$ cat src/rtl/seg_stack_pkg.sv
package seg_stack_pkg;
  typedef enum logic [1:0] {ST_IDLE, ST_ISSUE, ST_CPLT} st_e;
  typedef enum logic {OP_PUSH, OP_POP} op_e;
endpackage

$ cat src/rtl/seg_addr_gen.sv
module seg_addr_gen #(
  parameter int SEG_W  = 16,
  parameter int OFF_W  = 16,
  parameter int SHIFT  = 4,
  parameter int ADDR_W = 20
) (
  input  logic [SEG_W-1:0]  seg_i,
  input  logic [OFF_W-1:0]  off_i,
  output logic [ADDR_W-1:0] phys_o
);
  localparam int SUM_W = ADDR_W + 1;
  logic [SUM_W-1:0] sum;

  always_comb begin
    sum = {{(SUM_W-SEG_W-SHIFT){1'b0}}, seg_i, {SHIFT{1'b0}}}
        + {{(SUM_W-OFF_W){1'b0}}, off_i};
    phys_o = sum[ADDR_W-1:0];  // carry out of the top bit is dropped: wraps
  end
endmodule

$ cat src/rtl/stack_ptr.sv
module stack_ptr #(
  parameter int              OFF_W   = 16,
  parameter int              STEP    = 2,
  parameter logic [OFF_W-1:0] SP_INIT = '0
) (
  input  logic             clk_i,
  input  logic             rst_ni,
  input  logic             load_i,
  input  logic [OFF_W-1:0] load_val_i,
  input  logic             dec_i,
  input  logic             inc_i,
  output logic [OFF_W-1:0] sp_o
);
  localparam logic [OFF_W-1:0] STEP_V = OFF_W'(STEP);

  always_ff @(posedge clk_i or negedge rst_ni) begin
    if (!rst_ni)     sp_o <= SP_INIT;
    else if (load_i) sp_o <= load_val_i;
    else if (dec_i)  sp_o <= sp_o - STEP_V;
    else if (inc_i)  sp_o <= sp_o + STEP_V;
  end

  assert_step_down_R2: assert property (@(posedge clk_i) disable iff (!rst_ni)
    (dec_i && !load_i) |=> (sp_o == $past(sp_o) - STEP_V));
  assert_step_up_R4: assert property (@(posedge clk_i) disable iff (!rst_ni)
    (inc_i && !load_i && !dec_i) |=> (sp_o == $past(sp_o) + STEP_V));
  assert_load_R9: assert property (@(posedge clk_i) disable iff (!rst_ni)
    load_i |=> (sp_o == $past(load_val_i)));
endmodule

$ cat src/rtl/stack_ctrl.sv
module stack_ctrl
  import seg_stack_pkg::*;
#(
  parameter int DATA_W = 16,
  parameter int SEG_W  = 16
) (
  input  logic              clk_i,
  input  logic              rst_ni,
  input  logic              push_i,
  input  logic              pop_i,
  input  logic              load_i,
  input  logic [DATA_W-1:0] push_data_i,
  input  logic [SEG_W-1:0]  seg_i,
  input  logic [DATA_W-1:0] mem_rdata_i,
  input  logic              mem_rvalid_i,
  output logic              ptr_load_o,
  output logic              ptr_dec_o,
  output logic              ptr_inc_o,
  output logic [SEG_W-1:0]  seg_q_o,
  output logic              mem_req_o,
  output logic              mem_we_o,
  output logic [DATA_W-1:0] mem_wdata_o,
  output logic [DATA_W-1:0] pop_data_o,
  output logic              pop_valid_o,
  output logic              cmd_err_o,
  output logic              busy_o
);
  st_e st_q;
  op_e op_q;
  logic idle, clash, take_push, take_pop, done;

  always_comb begin
    idle       = (st_q == ST_IDLE);
    clash      = push_i && pop_i;
    ptr_load_o = idle && load_i;
    take_push  = idle && !load_i && push_i && !pop_i;
    take_pop   = idle && !load_i && pop_i && !push_i;
    ptr_dec_o  = take_push;
    ptr_inc_o  = (st_q == ST_CPLT) && (op_q == OP_POP) && mem_rvalid_i;
    done       = (st_q == ST_CPLT) && ((op_q == OP_PUSH) || mem_rvalid_i);
    mem_req_o  = (st_q == ST_ISSUE);
    mem_we_o   = (st_q == ST_ISSUE) && (op_q == OP_PUSH);
    busy_o     = !idle;
  end

  always_ff @(posedge clk_i or negedge rst_ni) begin
    if (!rst_ni) begin
      st_q        <= ST_IDLE;
      op_q        <= OP_PUSH;
      seg_q_o     <= '0;
      mem_wdata_o <= '0;
      pop_data_o  <= '0;
      pop_valid_o <= 1'b0;
      cmd_err_o   <= 1'b0;
    end else begin
      pop_valid_o <= 1'b0;
      cmd_err_o   <= idle && !load_i && clash;
      unique case (st_q)
        ST_IDLE: if (take_push || take_pop) begin
          st_q    <= ST_ISSUE;
          op_q    <= take_push ? OP_PUSH : OP_POP;
          seg_q_o <= seg_i;
          if (take_push) mem_wdata_o <= push_data_i;
        end
        ST_ISSUE: st_q <= ST_CPLT;
        ST_CPLT: if (done) begin
          st_q <= ST_IDLE;
          if (op_q == OP_POP) begin
            pop_data_o  <= mem_rdata_i;
            pop_valid_o <= 1'b1;
          end
        end
        default: st_q <= ST_IDLE;
      endcase
    end
  end

  assert_single_req_R7: assert property (@(posedge clk_i) disable iff (!rst_ni)
    mem_req_o |=> !mem_req_o);
  assert_req_busy_R7: assert property (@(posedge clk_i) disable iff (!rst_ni)
    mem_req_o |-> busy_o);
  assert_err_no_req_R8: assert property (@(posedge clk_i) disable iff (!rst_ni)
    cmd_err_o |-> (!mem_req_o && !busy_o));
  assert_pop_pulse_R4: assert property (@(posedge clk_i) disable iff (!rst_ni)
    pop_valid_o |=> !pop_valid_o);
  assert_pop_no_write_R6: assert property (@(posedge clk_i) disable iff (!rst_ni)
    (mem_req_o && op_q == OP_POP) |-> !mem_we_o);
endmodule

$ cat src/rtl/seg_stack_unit.sv
module seg_stack_unit #(
  parameter int              DATA_W  = 16,
  parameter int              SEG_W   = 16,
  parameter int              OFF_W   = 16,
  parameter int              SHIFT   = 4,
  parameter int              ADDR_W  = 20,
  parameter logic [OFF_W-1:0] SP_INIT = '0
) (
  input  logic              clk_i,
  input  logic              rst_ni,
  input  logic [SEG_W-1:0]  seg_i,
  input  logic              sp_load_i,
  input  logic [OFF_W-1:0]  sp_load_val_i,
  input  logic              push_i,
  input  logic              pop_i,
  input  logic [DATA_W-1:0] push_data_i,
  output logic [DATA_W-1:0] pop_data_o,
  output logic              pop_valid_o,
  output logic              busy_o,
  output logic              cmd_err_o,
  output logic [OFF_W-1:0]  sp_o,
  output logic              mem_req_o,
  output logic              mem_we_o,
  output logic [ADDR_W-1:0] mem_addr_o,
  output logic [DATA_W-1:0] mem_wdata_o,
  input  logic [DATA_W-1:0] mem_rdata_i,
  input  logic              mem_rvalid_i
);
  localparam int STEP = DATA_W / 8;  // bytes per cell

  logic             ptr_load, ptr_dec, ptr_inc;
  logic [SEG_W-1:0] seg_q;

  stack_ctrl #(.DATA_W(DATA_W), .SEG_W(SEG_W)) i_ctrl (
    .clk_i, .rst_ni, .push_i, .pop_i,
    .load_i      (sp_load_i),
    .push_data_i, .seg_i, .mem_rdata_i, .mem_rvalid_i,
    .ptr_load_o  (ptr_load),
    .ptr_dec_o   (ptr_dec),
    .ptr_inc_o   (ptr_inc),
    .seg_q_o     (seg_q),
    .mem_req_o, .mem_we_o, .mem_wdata_o,
    .pop_data_o, .pop_valid_o, .cmd_err_o, .busy_o
  );

  stack_ptr #(.OFF_W(OFF_W), .STEP(STEP), .SP_INIT(SP_INIT)) i_ptr (
    .clk_i, .rst_ni,
    .load_i     (ptr_load),
    .load_val_i (sp_load_val_i),
    .dec_i      (ptr_dec),
    .inc_i      (ptr_inc),
    .sp_o
  );

  seg_addr_gen #(.SEG_W(SEG_W), .OFF_W(OFF_W), .SHIFT(SHIFT), .ADDR_W(ADDR_W)) i_agen (
    .seg_i  (seg_q),
    .off_i  (sp_o),
    .phys_o (mem_addr_o)
  );

  assert_addr_nibble_R3: assert property (@(posedge clk_i) disable iff (!rst_ni)
    mem_req_o |-> (mem_addr_o[SHIFT-1:0] == sp_o[SHIFT-1:0]));
  assert_idle_no_req_R1: assert property (@(posedge clk_i) disable iff (!rst_ni)
    !busy_o |-> !mem_req_o);
endmodule

$ cat config.mk
export PLATFORM = sky130hd
export DESIGN_NAME = seg_stack_unit
export DESIGN_NICKNAME = d
export VERILOG_FILES = /design/src/rtl/seg_stack_pkg.sv /design/src/rtl/seg_addr_gen.sv /design/src/rtl/stack_ptr.sv /design/src/rtl/stack_ctrl.sv /design/src/rtl/seg_stack_unit.sv
export SDC_FILE = /design/constraint.sdc
export NUM_CORES = 1
export LEC_CHECK = 0
export CORE_ASPECT_RATIO = 0.8
export CORE_MARGIN = 1.5
export CORE_UTILIZATION = 45
export DETAILED_ROUTE_END_ITERATION = 7
export PLACE_DENSITY = 0.79
export SYNTH_ARGS = -nofsm -noshare
export SYNTH_HDL_FRONTEND = slang
export SYNTH_SLANG_ARGS = --single-unit
$ cat constraint.sdc
create_clock -name clk_i -period 4.22 [get_ports clk_i]
set_input_delay 0.633 -clock clk_i [delete_from_list [all_inputs] [get_ports clk_i]]
set_output_delay 0.633 -clock clk_i [all_outputs]
set_load 0.1 [all_outputs]
* After elaboration in Yosys (flattened, before gate mapping)
Index checks and enable logic that the tools add are counted.
** Storage, ports and cells
- Register bits after elaboration :: 69
- Latch bits :: 0
- RAM bits :: 0
- ROM bits :: 0
- Bits of input ports :: 70
- Word-level logic and storage cells :: 50
- Memories :: 0
** Cells by class
- $add $sub $neg :: 3
- $mul :: 0
- Div/mod/pow operators :: 0
- Magnitude comparators :: 0
- Equal/unequal tests :: 4
- Shift operators :: 0
- Multiplexer cells :: 10
- Bitwise operators :: 1
- Reduce and logical (&&, ||, !) cells :: 24
** Operator list (count)
- 16-bit 2-to-1 mux :: 3
- 20-bit by 16-bit adder with 20-bit output :: 1
- 16-bit by 2-bit adder with 16-bit output, second input constant :: 1
- 16-bit by 2-bit subtractor with 16-bit output, second input constant :: 1
- 1-bit logical AND :: 12
- 2-bit case mux with 3 select lines :: 1
- 3-bit AND reduction :: 2
- 1-bit logical NOT :: 4
- 1-bit 2-to-1 mux :: 4
- 2-bit 2-to-1 mux :: 2
- 2-bit AND reduction :: 2
- 3-bit nonzero test :: 1
- 2-bit by 1-bit equality test with 1-bit output, second input constant :: 1
- 2-bit equality test, second input constant :: 1
- 2-bit logical NOT :: 1
- 1-bit logical OR :: 2
- 2-bit by 1-bit inequality test with 1-bit output, second input constant :: 1
- 2-bit inequality test, second input constant :: 1
- 1-bit NOT :: 1

* Depth between registers and ports, before layout
Gate-level depths: netlist (run 1).
- Depth after elaboration :: 7
- Mapped depth :: 14
- Depth with buffers taken out :: 12

* Cells and area by module
Synthesis (run 1) repeated with hierarchy kept, for this count alone.
** Second synthesis, totals
- Cells, all modules :: 382
- Area total of the unflattened synthesis :: 4227.8 um^2
** By module, submodules not included
- stack_ctrl :: instances 1, cells each 126, area each 2078.2 um^2
- stack_ptr :: instances 1, cells each 148, area each 1328.8 um^2
- seg_addr_gen :: instances 1, cells each 108, area each 820.8 um^2

* Least setup slack after synthesis (run 1)
Ideal clock, no wire load.
- Kind :: reg-to-output
- Start :: reg i_ptr.sp_o[4]
- End :: out mem_addr_o[18]
- Data arrival time :: 4103 ps
- Required time :: 3587 ps
- Slack :: -516 ps
- Cell stages (with the launch flop) :: 11
- Path through :: dfrtp_1 -> ha_1 -> inv_1 -> fa_1 -> nor2b_1 -> o21ai_0 -> a21boi_0 -> o211ai_1 -> a32oi_1 -> and3_1 -> xor2_1
** Between the ends
- Cells in the longest elaborated chain, start to end :: 1
** Ends and longest elaborated chain
- start, declared :: RTL line stack_ptr.sv:12 : output logic [OFF_W-1:0] sp_o
- start signal, assigned :: RTL line stack_ptr.sv:18 : else if (load_i) sp_o <= load_val_i;
- start signal, assigned :: RTL line stack_ptr.sv:19 : else if (dec_i) sp_o <= sp_o - STEP_V;
- start signal, assigned :: RTL line stack_ptr.sv:20 : else if (inc_i) sp_o <= sp_o + STEP_V;
- 20-bit by 16-bit adder with 20-bit output :: RTL line seg_addr_gen.sv:16 : + {{(SUM_W-OFF_W){1'b0}}, off_i};
- end, declared :: RTL line seg_stack_unit.sv:24 : output logic [ADDR_W-1:0] mem_addr_o,
Every way passes these cells.

* Worst setup path in the final report (run 1)
Same ends and word-level chain as after synthesis.

==> results.toml, run 1 <==
[critical_path]
cpMaxStageDelayCell = "dfrtp_1"
critPathMaxStageDelay_ns = 0.44
cp-start-kind = "flip-flop"
worstPathCellList = "ha_1 > inv_1 > fa_1 > nor2b_1 > o21ai_0 > a21boi_0 > o211ai_1 > a32oi_1 > and3_1 > xor2_2 > buf_12"
worstReg2RegStart = "i_ctrl.st_q[1]$_DFFE_PN0P_"
worstPathRequired_ns = 3.59
crit_arrival_ns = 3.22
critPathKind = "flip-flop to primary output"
critPathMaxFanout = 4
critPathLaunch = "i_ptr.sp_o[4]$_DFFE_PN0P_"
end_kind = "primary output"
crit_buf_inv = 2
critPathTopFamily = "compound AO/OA/AOI/OAI gates"

[global_routing]
grt_pass1_vias = 3586
grt_pass1_wl_mm = 17.1
grt_max_degree = 37
track_usage_pct = 23.1
grt-ovfl-total = 0
antenna_found_initial = 0

[clocking]
cts-root-buf = "clkbuf_8"
cts-htree-levels = 3
insertion_delay_ns = 0.35
cts_tree = "yes"
cts_setup_buffers = 0
clockBufferDepth = 2
cts_resized = 0
cts.sinks = 69
cts_hold_buf = 0
cts_buffers = 9
path_clk_slew_ns = 0.08

[logic_synthesis]
synthCells = 471
netlist_area_mm2 = 0.00398
synth_edf_count = 0
synth_nets = 568
synth-warning-count = 0
ys_types = 53
synthFlopType = "dfrtp_1"
synth_area_per_cell_um2 = 8.44
yosysSeqAreaShare_pct = 43.4
synthArstFlopShare_pct = 100
ys_ff_latch = 69

[die]
die_w_um = 108
initial_utilization_pct = 46.7
dieArea_mm2 = 0.00941
core_mm2 = 0.00852
ios = 143
floorplan.die.height_um = 87.1
row_count = 30

[timing]
whs_ns = 0.336
fin_crit_sh_pct = 91.2
setup_viol = 0
max_freq_ghz = 0.260
tightest_slew_ns = 1.01
setup_ws_ns = 0.371
rsz0062_at_grt = "no"
finalHoldViolations = 0
final_max_slew_viol_count = 0
slew_headroom_pct = 32.4
skew_ns = 0.00971
period_needed_ns = 3.85

[cells_and_area]
layoutNonFillerInstCount = 727
drive_gt1_share_pct = 8.62
diodes = 0
nets = 707
syn2layout_area_growth_pct = 43.7
stdcell_area_mm2 = 0.00571

[job]
maxCapViolations = 0

[detailed_routing]
drtIter0Drc = 189
vias = 3740
drc = 0
wire_per_inst_um = 14.4
routed_wl_mm = 10.5
via_per_inst = 5.14
dr.pass1.iters = 5
antenna_left = 0

[place]
portBuffers = 142
dp_cells = 711
hpwl_mm = 7.98
dpl-instance-area_mm2 = 0.00550
place_worst_setup_slack_ns = 0.262
gp_congestion = 0.855

[worst_hold_path]
min_path_type = "input pin to async pin"

[outcome]
status = "finished, final reports clean"
kinds of logic (layout without fill, tap and decap cells):
logic type / count (synthesis) / after routing / share of synthesized area [%]
AOI/OAI and AO/OA: 82 / 82 / 13.0
xor gates and xnor gates: 24 / 24 / 5.29
adders and majority gates: 27 / 27 / 8.88
buffers and inverters: 36 / 180 / 4.19
DFF: 69 / 69 / 43.4
muxes: 1 / 1 / 0.283
and+or+nand+nor: 232 / 232 / 24.9
through the flow:
stage,TNS (ns),util (%)
6_report,0,67.0
5_1_grt,0,67.0
4_1_cts,0,67.0
3_5_place_dp,0,64.6
3_3_place_gp,0,64.6
2_1_floorplan,-0.0788,-
synthesized netlist by cell type, drive strengths merged, types with 6 or more instances:
cell type / number / area share, %
xnor2: 12 / 2.6
o21ai: 18 / 2.3
xor2: 12 / 2.6
dfrtp: 69 / 43
a21oi: 28 / 3.7
buf: 10 / 1.4
inv: 15 / 1.4
ha: 25 / 7.9
nand3: 7 / 0.88
nand2: 164 / 15
nor3: 6 / 0.88
clkbuf: 8 / 1.0
a21o: 10 / 2.0
nor2: 24 / 2.3
state kept, by name, indices dropped and copies added (netlist names):
register and cells:
i_ctrl.mem_wdata_o 16, i_ctrl.pop_data_o 16, i_ctrl.seg_q_o 16, i_ptr.sp_o 16, i_ctrl.st_q 2, i_ctrl.cmd_err_o 1
i_ctrl.op_q 1, i_ctrl.pop_valid_o 1
area by class of cell:
cell class | instances | area [µm²]
Clock buffer | 10 | 138
Clock inverter | 6 | 70.1
Fill cell | 698 | 2810
Inverter | 18 | 68.8
Multi-Input combinational cell | 366 | 2140
Sequential cell | 69 | 1730
Tap cell | 112 | 140
Timing Repair Buffer | 146 | 1430
cells in the final DEF (no fill, tap or decap), types with 3 or more instances in the layout:
master,n
nand2_1,164
clkdlybuf4s50_1,128
dfrtp_1,69
a21oi_1,26
ha_1,25
nor2_1,24
o21ai_0,18
buf_4,16
inv_1,15
clkbuf_8,10
a21o_1,8
xnor2_1,8
xor2_1,8
nand3_1,7
nor2b_1,5
nand2b_1,5
nor3_1,5
o211ai_1,4
and3_1,4
xor2_2,4
o21a_1,4
xnor2_2,4
or3_1,3
o31ai_1,3
a31oi_1,3
clkinvlp_4,3
metal layers:
layer | up-vias | share of wire (%) | track usage [%]
met3 | 17 | 6.0 | 5.31
met2 | 110 | 49 | 38.7
met5 | - | 0 | 0
met1 | 1770 | 44 | 30.2
met4 | 0 | 1.6 | 6.70
li1 | 1843 | - | -
worst reg2reg max path: stages (launching register included):
cell and delay (ns):
dfrtp_1 0.42, nor3_2 0.32, nand2_1 0.11, or2_1 0.25, clkinv_2 0.15, ha_1 0.26, a21o_1 0.15, a21oi_1 0.24
o21bai_1 0.18, a211o_1 0.34, a311oi_1 0.33, mux2_2 0.37, nor3_1 0.16
worst paths after layout:
path                                                           to  slack [ns]  cells after the start
worst max-delay path                               mem_addr_o[18]        0.37                     11
worst max register to register         i_ptr.sp_o[14]$_DFFE_PN0P_        0.84                     12
worst min-delay path                    i_ptr.sp_o[1]$_DFFE_PN0P_        0.34                      1
max in group asynchronous       i_ctrl.mem_wdata_o[4]$_DFFE_PN0P_        2.93                      2
min in group clk_i              i_ctrl.mem_wdata_o[8]$_DFFE_PN0P_        0.47                      2
worst min register to register  i_ctrl.mem_wdata_o[8]$_DFFE_PN0P_        0.47                      2
Power of run 1 is not shown: default switching activity piles up to over one toggle a cycle in this logic, so the estimate is an artifact.
==> inputs of run 2 (changes only) <==
Settings changed: GPL_TIMING_DRIVEN set to 0.
==> results.toml, run 2 (synthesis gave the netlist of run 1 again) <==
[critical_path]
critPathLaunch = "i_ptr.sp_o[4]$_DFFE_PN0P_"
critPathTopFamily = "buffers and inverters"
crit_buf_inv = 2
worstPathCellList = "ha_1 > inv_1 > fa_1 > nor2b_1 > o21ai_0 > a21boi_0 > o21ai_0 > nand2b_1 > a31oi_1 > xnor2_2 > dlygate4sd2_1"
critPathMaxStageDelay_ns = 0.86
cp_common_cell = "o21ai_0"
worstReg2RegStart = "i_ctrl.st_q[0]$_DFFE_PN0P_"
crit_arrival_ns = 3.40
cp-start-kind = "flip-flop"
critPathMaxFanout = 4
critPathKind = "flip-flop to primary output"
worstPathRequired_ns = 3.59
end_kind = "primary output"
cpMaxStageDelayCell = "dlygate4sd2_1"

[cells_and_area]
diodes = 0
nets = 720
syn2layout_area_growth_pct = 45.6
most-common-layout-cells = "164 x nand2_1, 132 x clkdlybuf4s50_1, 69 x dfrtp_1"
layoutNonFillerInstCount = 740
drive_gt1_share_pct = 8.12
layout_commonest_cell = "nand2_1"
stdcell_area_mm2 = 0.00579

[place]
place_worst_setup_slack_ns = -0.830
dp_cells = 725
dpl-instance-area_mm2 = 0.00559
gp_congestion = 0.904
portBuffers = 142
hpwl_mm = 8.33

[timing]
fin_crit_sh_pct = 95.5
max_freq_ghz = 0.248
tightest_slew_ns = 1.00
setup_ws_ns = 0.190
rsz0062_at_grt = "no"
whs_ns = 0.402
final_max_slew_viol_count = 0
period_needed_ns = 4.03
slew_headroom_pct = 33.1
finalHoldViolations = 0
skew_ns = 0.00638
setup_viol = 0

[die]
core_mm2 = 0.00852
initial_utilization_pct = 46.7
die_w_um = 108
ios = 143
floorplan.die.height_um = 87.1
dieArea_mm2 = 0.00941
row_count = 30

[clocking]
cts.sinks = 69
path_clk_slew_ns = 0.08
cts_hold_buf = 0
insertion_delay_ns = 0.35
cts_tree = "yes"
cts_buffers = 9
cts-htree-levels = 3
clockBufferDepth = 2
cts-root-buf = "clkbuf_8"

[detailed_routing]
met1_length_mm = 4.48
top_layer_used = "met4"
wire_per_inst_um = 14.4
wl_met2_mm = 5.20
drc = 0
dr_wl_met3_um = 723
antenna_left = 0
drtIter0Drc = 245
dr.pass1.iters = 5
routed_wl_mm = 10.7
via_per_inst = 5.14
vias = 3806

[worst_hold_path]
min_path_type = "input pin to async pin"

[global_routing]
antenna_found_initial = 0
grt_max_degree = 70
grt_pass1_wl_mm = 17.0
track_usage_pct = 23.3
grt-ovfl-total = 0
grt_pass1_vias = 3684

[job]
maxCapViolations = 0

[outcome]
status = "finished, final reports clean"
==> run 2: changes by cell type in the layout (fill, tap and decap cells not counted), moves of 2 or more <==
cell             delta
clkbuf_2            +3
buf_2               +4
buf_1               +2
dlymetal6s2s_1      +2
clkdlybuf4s15_2     +2
clkdlybuf4s50_1     +4
clkbuf_1            +6
buf_4              -11
==> run 2: worst reg2reg max path, stage by stage (launching register included) <==
cell	delay (ns)
dfrtp_1	0.46
nor3_2	0.28
nand2_1	0.10
or2_1	0.20
buf_2	0.19
inv_6	0.23
ha_1	0.29
a21o_1	0.16
a21oi_1	0.25
o21bai_1	0.18
a211o_1	0.35
a311oi_1	0.32
mux2_2	0.37
nor3_1	0.15
==> run 2: worst paths after layout <==
path,endpoint,slack (ns),depth (start not counted)
hold reg to reg,i_ctrl.mem_wdata_o[0]$_DFFE_PN0P_,0.48,2
setup / recovery,mem_addr_o[12],0.19,11
setup reg to reg,i_ptr.sp_o[14]$_DFFE_PN0P_,0.59,13
hold / removal,i_ptr.sp_o[0]$_DFFE_PN0P_,0.40,1
min in group clk_i,i_ctrl.mem_wdata_o[0]$_DFFE_PN0P_,0.48,2
max in group asynchronous,i_ctrl.mem_wdata_o[1]$_DFFE_PN0P_,3.26,1
==> run 2: area by class of cell <==
type,instances,area [µm²]
fill,721,2730
multi-input combinational,366,2140
sequential,69,1730
timing repair buffer,142,1410
tap,112,140
clock buffer,10,138
buffer,17,93.8
inverter,18,72.6
clock inverter,6,70.1
==> run 2: layer usage <==
metal	global-route usage [%]	vias to the layer above
li1	-	1868
met3	6.73	23
met2	39.2	129
met1	27.9	1786
met5	0	-
met4	10.3	0
==> run 2: what timing repair did <==
action | CTS | global route
endpoints found under the setup margin | 11 | 9
pin swaps | 0 | 0
setup buffers | 0 | 0
gates resized for setup | 13 | 13
==> run 2: per-stage QoR <==
| step | util, % | setup TNS (ns) |
|---|---|---|
| 2_1_floorplan | - | -0.0788 |
| 3_3_place_gp | 65.7 | -3.07 |
| 3_5_place_dp | 65.7 | -4.07 |
| 4_1_cts | 68.0 | 0 |
| 5_1_grt | 67.9 | 0 |
| 6_report | 67.9 | 0 |
Power of run 2 is left out for the same reason.
==> inputs of run 3 (changes only) <==
Settings changed: REMOVE_ABC_BUFFERS set to 1.
==> results.toml, run 3 (synthesis gave the netlist of run 1 again) <==
[clocking]
cts_buffers = 9
cts_tree = "yes"
cts_hold_buf = 0
cts.sinks = 69
cts-htree-levels = 3
cts-root-buf = "clkbuf_8"
path_clk_slew_ns = 0.08
insertion_delay_ns = 0.34
clockBufferDepth = 2

[critical_path]
critPathMaxStageDelay_ns = 0.59
worstPathCellList = "ha_1 > a21o_1 > a21oi_1 > o21ai_0 > a2111oi_1 > or2_2 > nor2_1 > a211o_1 > clkdlybuf4s15_2"
cpMaxStageDelayCell = "a2111oi_1"
end_kind = "primary output"
crit_arrival_ns = 3.33
critPathMaxFanout = 5
worstPathRequired_ns = 3.59
critPathKind = "flip-flop to primary output"
cp-start-kind = "flip-flop"

[timing]
setup_ws_ns = 0.253
tightest_slew_ns = 1.00
final_max_slew_viol_count = 0
setup_viol = 0
skew_ns = 0.00941
max_freq_ghz = 0.252
period_needed_ns = 3.97
fin_crit_sh_pct = 94.0
rsz0062_at_grt = "no"
slew_headroom_pct = 33.0
finalHoldViolations = 0

[detailed_routing]
routed_wl_mm = 10.5
drc = 0
drtIter0Drc = 132
vias = 3737
wire_per_inst_um = 14.5
antenna_left = 0
via_per_inst = 5.17
dr.pass1.iters = 4

[place]
place_worst_setup_slack_ns = -0.637
hpwl_mm = 7.60
gp_congestion = 0.880
portBuffers = 142

[die]
dieArea_mm2 = 0.00941
core_mm2 = 0.00852
ios = 143
die_w_um = 108
row_count = 30
initial_utilization_pct = 46.7
floorplan.die.height_um = 87.1

[global_routing]
grt-ovfl-total = 0
grt_pass1_vias = 3640
track_usage_pct = 23.3
grt_pass1_wl_mm = 17.3
grt_max_degree = 70
antenna_found_initial = 0

[cells_and_area]
syn2layout_area_growth_pct = 41.8
nets = 703
diodes = 0
layout_commonest_cell = "nand2_1"
seqCellArea_mm2 = 0.00173
num-fill-cells = 719
most-common-layout-cells = "164 x nand2_1, 131 x clkdlybuf4s50_1, 69 x dfrtp_1"
drive_gt1_share_pct = 6.06
multi_input_comb_area_mm2 = 0.00208

[outcome]
status = "finished, final reports clean"

[job]
maxCapViolations = 0

[worst_hold_path]
min_path_type = "input pin to async pin"
run 3: cell types whose count changed in the layout (fill, tap and decap cells not counted), sizes merged, moves of 2 or more:
cell,previous run,this run
clkinv,2,4
clkbuf,20,13
clkdlybuf4s15,2,5
clkinvlp,3,1
buf,12,2
run 3: metal layers:
metal,GRT usage [%],part of all wire (%),up-vias,routed length (µm)
met4,5.38,1.1,0,119
met5,0,0,-,0
li1,-,-,1837,-
met3,5.61,6.0,11,633
met2,39.0,47,101,4980
met1,31.0,45,1788,4780
run 3: per-stage QoR:
| stage | area, µm² | std cells | hold WS (ns) | setup TNS [ns] | util, % |
|---|---|---|---|---|---|
| finish | 5640 | 723 | 0.398 | 0 | 66.2 |
| global route | 5640 | 723 | 0.470 | 0 | 66.2 |
| detailed placement | 5440 | 707 | 0.463 | -2.58 | 63.8 |
| global placement | 5440 | 707 | 0.457 | -1.85 | 63.8 |
| CTS | 5650 | 723 | 0.439 | 0 | 66.3 |
| floorplan | 3880 | 453 | 0.337 | -1.90 | - |
run 3: path summary, 6_finish.rpt:
check                                                 start                                to  slack [ns]  cells past startpoint
setup / recovery                  i_ptr.sp_o[5]$_DFFE_PN0P_                    mem_addr_o[15]        0.25                      9
hold / removal                                       rst_ni         i_ptr.sp_o[0]$_DFFE_PN0P_        0.40                      1
setup reg to reg                 i_ctrl.st_q[1]$_DFFE_PN0P_        i_ptr.sp_o[14]$_DFFE_PN0P_        0.55                     12
hold reg to reg            i_ctrl.pop_data_o[1]$_DFFE_PN0P_  i_ctrl.pop_data_o[1]$_DFFE_PN0P_        0.48                      2
max in group asynchronous                            rst_ni     i_ctrl.seg_q_o[7]$_DFFE_PN0P_        3.25                      1
min in group clk_i         i_ctrl.pop_data_o[1]$_DFFE_PN0P_  i_ctrl.pop_data_o[1]$_DFFE_PN0P_        0.48                      2
run 3: critical path: cells and delay by family, from the launching register on:
kind | cells | cell delay [ns]
AO/OA/AOI/OAI | 5 | 1.47
buffers and inverters | 1 | 0.47
flip-flops | 1 | 0.44
adder cells (fa/ha/maj) | 1 | 0.32
AND/OR/NAND/NOR | 2 | 0.29
run 3: layout make-up:
type	instances	share of cell area, %
Multi-Input combinational cell	366	37.0
Timing Repair Buffer	142	24.9
Tap cell	112	2.49
Inverter	18	1.33
Clock buffer	10	2.44
Clock inverter	6	1.22
Sequential cell	69	30.6
run 3: timing repair:
action / in CTS / in global routing
setup buffers: 0 / 0
gates resized for setup: 21 / 12
setup endpoints to repair: 12 / 10
Power of run 3 is left out for the same reason.
